==> src/rtl/evcap_pkg.sv <==
package evcap_pkg;
  localparam int NIB_W    = 4;
  localparam int PS_SEL_W = 2;
  localparam int ADDR_W   = 3;

  typedef enum logic [ADDR_W-1:0] {
    A_MODE = 3'd0,
    A_CTRL = 3'd1,
    A_DLO  = 3'd2,
    A_DHI  = 3'd3,
    A_STAT = 3'd4
  } addr_e;

  typedef struct packed {
    logic                ext_src;
    logic [PS_SEL_W-1:0] div_sel;
    logic                reload;
  } mode_t;
endpackage

==> src/rtl/evcap_edge.sv <==
module evcap_edge #(
  parameter int STAGES = 2
) (
  input  logic       clk,
  input  logic       rst_n,
  input  logic       din,
  input  logic [1:0] sel,
  output logic       hit
);
  logic [STAGES-1:0] sync_q;
  logic              prev_q;
  logic              rise, fall;

  always_ff @(posedge clk or negedge rst_n) begin
    if (!rst_n) begin
      sync_q <= '0;
      prev_q <= 1'b0;
    end else begin
      sync_q <= {sync_q[STAGES-2:0], din};
      prev_q <= sync_q[STAGES-1];
    end
  end

  always_comb begin
    rise = sync_q[STAGES-1] & ~prev_q;
    fall = ~sync_q[STAGES-1] & prev_q;
    hit  = (sel[0] & rise) | (sel[1] & fall);
  end
endmodule

==> src/rtl/evcap_prescale.sv <==
module evcap_prescale #(
  parameter int SEL_W = 2
) (
  input  logic             clk,
  input  logic             rst_n,
  input  logic             clr,
  input  logic [SEL_W-1:0] sel,
  output logic             tick
);
  localparam int PRE_W = (1 << SEL_W) - 1;

  logic [PRE_W-1:0] pre_q, pre_d, mask;

  always_comb begin
    for (int i = 0; i < PRE_W; i++) mask[i] = (i < int'(sel));
    tick  = ((pre_q & mask) == mask);
    pre_d = clr ? '0 : pre_q + 1'b1;
  end

  always_ff @(posedge clk or negedge rst_n) begin
    if (!rst_n) pre_q <= '0;
    else        pre_q <= pre_d;
  end
endmodule

==> src/rtl/evcap_timer.sv <==
module evcap_timer
  import evcap_pkg::*;
#(
  parameter int SYNC_STAGES = 2
) (
  input  logic              clk,
  input  logic              rst_n,
  input  logic              bus_wr,
  input  logic              bus_rd,
  input  logic [ADDR_W-1:0] bus_addr,
  input  logic [NIB_W-1:0]  bus_wdata,
  output logic [NIB_W-1:0]  bus_rdata,
  input  logic              evt_in,
  input  logic [1:0]        evt_edge_sel,
  input  logic              ext_tick,
  output logic              irq_set,
  output logic              pin_is_port
);
  localparam int CNT_W = 2 * NIB_W;

  logic [1:0]       rst_pipe;
  logic             rst_n_s;
  mode_t            mode_pend_q, mode_eff_q;
  logic             cap_en_q, cap_en_d;
  logic [NIB_W-1:0] lo_buf_q, lo_buf_d, hi_lat_q, hi_lat_d;
  logic [CNT_W-1:0] reload_q, reload_d, cnt_q, cnt_d, cap_q, cap_d, rd_src;
  logic             sts_q, sts_d, err_q, err_d, irq_q, irq_d;
  logic             mode_wr, ctrl_wr, lo_wr, cnt_load, stat_wr, lo_rd;
  logic             enter, hit, cap_evt, int_tick, tick, ovf, pre_clr;

  // reset: asserted asynchronously, released on a clock edge
  always_ff @(posedge clk or negedge rst_n) begin
    if (!rst_n) rst_pipe <= '0;
    else        rst_pipe <= {rst_pipe[0], 1'b1};
  end
  assign rst_n_s = rst_pipe[1];

  evcap_edge #(.STAGES(SYNC_STAGES)) u_edge (
    .clk(clk), .rst_n(rst_n_s), .din(evt_in), .sel(evt_edge_sel), .hit(hit)
  );

  evcap_prescale #(.SEL_W(PS_SEL_W)) u_pre (
    .clk(clk), .rst_n(rst_n_s), .clr(pre_clr), .sel(mode_eff_q.div_sel),
    .tick(int_tick)
  );

  always_comb begin
    mode_wr  = bus_wr && (bus_addr == A_MODE);
    ctrl_wr  = bus_wr && (bus_addr == A_CTRL);
    lo_wr    = bus_wr && (bus_addr == A_DLO);
    cnt_load = bus_wr && (bus_addr == A_DHI);
    stat_wr  = bus_wr && (bus_addr == A_STAT);
    lo_rd    = bus_rd && (bus_addr == A_DLO);
    enter    = ctrl_wr && bus_wdata[0] && !cap_en_q;
    cap_evt  = cap_en_q && hit;
    // capture mode always paces from the internal prescaler
    tick     = (cap_en_q || !mode_eff_q.ext_src) ? int_tick : ext_tick;
    ovf      = tick && (cnt_q == {CNT_W{1'b1}});
    pre_clr  = cap_evt || cnt_load || enter;
    rd_src   = cap_en_q ? cap_q : cnt_q;
  end

  // next-state logic
  always_comb begin
    cap_en_d = ctrl_wr ? bus_wdata[0] : cap_en_q;
    lo_buf_d = lo_wr ? bus_wdata : lo_buf_q;
    reload_d = cnt_load ? {bus_wdata, lo_buf_q} : reload_q;
    hi_lat_d = lo_rd ? rd_src[CNT_W-1:NIB_W] : hi_lat_q;
    cap_d    = cap_evt ? cnt_q : cap_q;

    if (cnt_load)              cnt_d = {bus_wdata, lo_buf_q};
    else if (enter || cap_evt) cnt_d = '0;
    else if (ovf)              cnt_d = (mode_eff_q.reload && !cap_en_q) ? reload_q : '0;
    else if (tick)             cnt_d = cnt_q + 1'b1;
    else                       cnt_d = cnt_q;

    sts_d = sts_q;
    if (stat_wr && !bus_wdata[0]) sts_d = 1'b0;
    if (cap_evt)                  sts_d = 1'b1;

    err_d = err_q;
    if (stat_wr && !bus_wdata[1])   err_d = 1'b0;
    if (sts_q && (cap_evt || ovf))  err_d = 1'b1;

    irq_d = cap_evt || ovf;
  end

  always_ff @(posedge clk or negedge rst_n_s) begin
    if (!rst_n_s) begin
      mode_pend_q <= '0;
      mode_eff_q  <= '0;
      cap_en_q    <= 1'b0;
      lo_buf_q    <= '0;
      reload_q    <= '0;
      hi_lat_q    <= '0;
      cap_q       <= '0;
      cnt_q       <= '0;
      sts_q       <= 1'b0;
      err_q       <= 1'b0;
      irq_q       <= 1'b0;
    end else begin
      if (mode_wr) mode_pend_q <= mode_t'(bus_wdata);
      mode_eff_q <= mode_pend_q;
      cap_en_q   <= cap_en_d;
      lo_buf_q   <= lo_buf_d;
      reload_q   <= reload_d;
      hi_lat_q   <= hi_lat_d;
      cap_q      <= cap_d;
      cnt_q      <= cnt_d;
      sts_q      <= sts_d;
      err_q      <= err_d;
      irq_q      <= irq_d;
    end
  end

  always_comb begin
    case (bus_addr)
      A_CTRL:  bus_rdata = {{(NIB_W-1){1'b0}}, cap_en_q};
      A_DLO:   bus_rdata = rd_src[NIB_W-1:0];
      A_DHI:   bus_rdata = hi_lat_q;
      A_STAT:  bus_rdata = {{(NIB_W-2){1'b0}}, err_q, sts_q};
      default: bus_rdata = '0;
    endcase
  end

  assign irq_set     = irq_q;
  assign pin_is_port = cap_en_q;
endmodule

==> config.mk <==
export PLATFORM = sky130hd
export DESIGN_NAME = evcap_timer
export DESIGN_NICKNAME = d
export VERILOG_FILES = /design/src/rtl/evcap_pkg.sv /design/src/rtl/evcap_edge.sv /design/src/rtl/evcap_prescale.sv /design/src/rtl/evcap_timer.sv
export SDC_FILE = /design/constraint.sdc
export NUM_CORES = 1
export LEC_CHECK = 0
export ABC_AREA = 1
export BUFFER_PORTS_ARGS = -buffer_cell sky130_fd_sc_hd__buf_2
export CAP_MARGIN = 20
export CORE_UTILIZATION = 30
export DETAILED_ROUTE_END_ITERATION = 16
export PLACE_DENSITY_LB_ADDON = 0.3
export SETUP_SLACK_MARGIN = 0.15
export SKIP_CTS_REPAIR_TIMING = 1
export SLEW_MARGIN = 20
export SYNTH_ARGS = -nofsm -noshare
export SYNTH_HDL_FRONTEND = slang
export SYNTH_SLANG_ARGS = --single-unit
==> constraint.sdc <==
create_clock -name clk -period 3.1 [get_ports clk]
set_input_delay 0.775 -clock clk [delete_from_list [all_inputs] [get_ports clk]]
set_output_delay 0.775 -clock clk [all_outputs]
set_load 0.005 [all_outputs]
==> impl_metrics.csv <==
group,metric,value,unit
run_status,status,"complete, no violations",
critical_path,crit_path_start_kind,"input port",
critical_path,crit_chain,"buf_2 -> nor2_2 -> inv_1 -> nor2_1 -> a21boi_0 -> o21ai_0 -> buf_2",
floorplanning,die_area,0.008800,mm^2
critical_path,cp_max_fo,5,
final_layout,area_growth_syn_to_layout,13.06,%
global_route,grt_overflow,0,
routing,drc_errors,0,
power,p_int,1443,uW
clock_network,cts_tree,"yes",
sta,clock.fmax,0.3675,GHz
placed_design,port_buffers,20,
critical_path,path_class,"in2out",
global_route,antenna_found_initial,0,
routing,drt.antenna.violating_nets,0,
synthesis,synth_top_cell_by_area,"dfrtp_1",
synthesis,syn_avg_cell_area,8.183,um^2
sta,whs,0.2391,ns
routing,first_pass_iters,4,
clock_network,root_buffer,"clkbuf_8",
synthesis,synth_area_leaders,"dfrtp_1, nand2_1, o21ai_0, inv_1, nor2_1",
hold_path,min_path_type,"in2async",
synthesis,ys_seq_area_share,51.46,%
routing,wl_per_cell,12.14,um
sta,tightest_slew,0.6410,ns
global_route,gr-usage-all-layers,13.55,%
clock_network,clkSinkCount,52,
clock_network,clk_pin_slew_worst_paths,0.09,ns
sta,skew,0.006140,ns
critical_path,crit_slowest_cell,"nor2_1",
floorplanning,row_count,33,
synthesis,synth_top_area_share,51.46,%
critical_path,cp_common_cell,"buf_2",
clock_network,clock_latency,0.30,ns
synthesis,synthCells,309,
power,power_frac_clock,22.6,%
power,leakage,0.001433,uW
global_route,grt_pass1_vias,1874,
final_layout,diodes,0,
power,switchingPower,807.4,uW
floorplanning,die_h,93.81,um
routing,routed_wl,5292,um
floorplanning,start_util,30.93,%
job,cap_violations,0,
floorplanning,core_area,0.008175,mm^2
synthesis,synth_cell_types,30,
critical_path,end_kind,"output port",
sta,finalCritPeriodShare,87.78,%
power,swShare,35.87,%
critical_path,crit_arrival,1.95,ns
routing,drt_iter0_drc,118,
final_layout,fillers,864,
sta,finalHoldViolations,0,
clock_network,cts_buffers,5,
global_route,grt_max_degree,51,
placed_design,dp_hpwl,3719,um
routing,vias,1950,
floorplanning,pin_count,21,
final_layout,drive_gt1_share,14.50,%
synthesis,synth_seq_cells,52,
final_layout,fin_nets,347,
critical_path,worstPathRequired,2.32,ns
placed_design,gp_congestion,0.7863,
routing,vias_per_cell,4.472,
sta,maxSlewViolCount,0,
synthesis,netlist_area,0.002529,mm^2
sta,rsz0062_at_grt,"no",
synthesis,synth_warnings,0,
power,peakVddDrop,0.2200,mV
sta,fin_ws,0.3789,ns
power,pwr-share-comb,30.4,%
power,power_density,787.2,mW/mm^2
sta,period_minus_slack,2.721,ns
power,power_frac_seq,47.1,%
placed_design,place_ws,0.4217,ns
floorplanning,die_x,93.81,um
sta,setup_tns,0,ns
critical_path,critPathMaxStageDelay,0.31,ns
sta,slew_headroom,57.27,%
clock_network,htreeDepth,2,
clock_network,clock_path_buffers,2,
sta,finalSetupViolations,0,
synthesis,synth_nets,326,
global_route,grt_pass1_wl,9239,um
==> cell usage in the layout (no fill, tap or decap), types with 3 or more instances in the layout <==
cell type and count:
a21oi_1 17, buf_2 20, clkbuf_8 7, dfrtp_1 51
inv_1 35, inv_2 4, nand2_1 77, nand2_4 3
nand3_1 20, nor2_1 27, nor2_2 3, nor3_1 3
o211ai_1 3, o21ai_0 35, xnor2_1 3
==> cells in the mapped netlist <==
library cell / instances
nor2_2: 3
nor2_1: 27
buf_2: 1
ha_1: 2
o22ai_1: 2
o221ai_1: 1
xor2_1: 2
dfrtp_1: 52
inv_2: 4
conb_1: 1
nand2_2: 2
inv_1: 35
nand2_4: 3
nor3_1: 3
nand3_2: 2
buf_4: 1
inv_4: 1
nand3_1: 20
clkbuf_1: 4
o21ai_0: 35
a21oi_1: 17
nand4_1: 2
a31oi_1: 1
buf_6: 1
nor2_4: 2
xnor2_1: 3
nand2_1: 77
nor2_8: 1
o211ai_1: 3
a21boi_0: 1
==> per-stage QoR <==
step                power, uW  area (um^2)  util, %  cells
floorplan                1595         2529        -    309
global placement         1734         2730    33.39    428
detailed placement       1756         2733    33.43    428
CTS                      2271         2859    34.97    436
global route             2453         2859    34.97    436
finish                   2251         2859    34.97    436
==> power by group through the flow <==
stage	clock, uW	combinational [uW]	sequential [uW]
floorplan	0	588	1010
global placement	0	665	1070
detailed placement	0	683	1070
CTS	523	688	1060
global route	553	805	1100
finish	508	684	1060
==> final timing paths <==
check | depth (start not counted) | startpoint | end | slack [ns]
worst max-delay path | 7 | bus_addr[2] | bus_rdata[0] | 0.38
worst min-delay path | 1 | rst_n | rst_pipe[1] | 0.24
worst max register to register | 6 | pin_is_port | cnt_q[3] | 1.30
worst min register to register | 0 | u_edge.sync_q[0] | u_edge.sync_q[1] | 0.36
max in group asynchronous | 0 | rst_pipe[1] | cnt_q[2] | 2.32
min in group clk | 0 | u_edge.sync_q[0] | u_edge.sync_q[1] | 0.36
==> cell type report <==
class	instances	area [um^2]	area share (%)
clock buffer	7	96.34	3.370
clock inverter	1	30.03	1.050
inverter	40	152.6	5.339
multi-input combinational	210	1036	36.24
sequential	52	1305	45.65
tap	105	131.4	4.595
timing repair buffer	21	107.6	3.764
==> layer usage <==
layer	GRT usage (%)	vias up	part of all wire, %
met5	0	-	0
li1	-	1022	-
met1	19.16	902	53
met3	2.670	2	2.8
met4	4.615	0	0.77
met2	20.56	24	44
==> cells by family (layout without fill, tap and decap cells) <==
| kind of cell | count (synthesis) | count (layout) | synth area share [%] |
|---|---|---|---|
| flip-flops | 52 | 52 | 51.46 |
| buffers and inverters | 47 | 69 | 7.570 |
| AND/OR/NAND/NOR | 142 | 142 | 25.53 |
| adder cells (fa/ha/maj) | 2 | 2 | 0.9895 |
| other | 1 | 1 | 0.1483 |
| AO/OA/AOI/OAI | 60 | 60 | 12.57 |
| XOR/XNOR | 5 | 5 | 1.732 |
==> sequential cells by signal, summed over array words and instances (netlist names) <==
name / count
cap_q: 8
cnt_q: 8
err_q: 1
hi_lat_q: 4
irq_set: 1
lo_buf_q: 4
mode_eff_q: 4
mode_pend_q: 4
pin_is_port: 1
reload_q: 8
rst_pipe: 2
sts_q: 1
u_edge.prev_q: 1
u_edge.sync_q: 2
u_pre.pre_q: 3
==> critical path: cells and delay by family <==
family,cells,cell delay [ns]
buffers and inverters,3,0.35
and+or+nand+nor,2,0.45
AOI/OAI and AO/OA,2,0.37
Note: power is estimated with default switching activity, not from simulation.
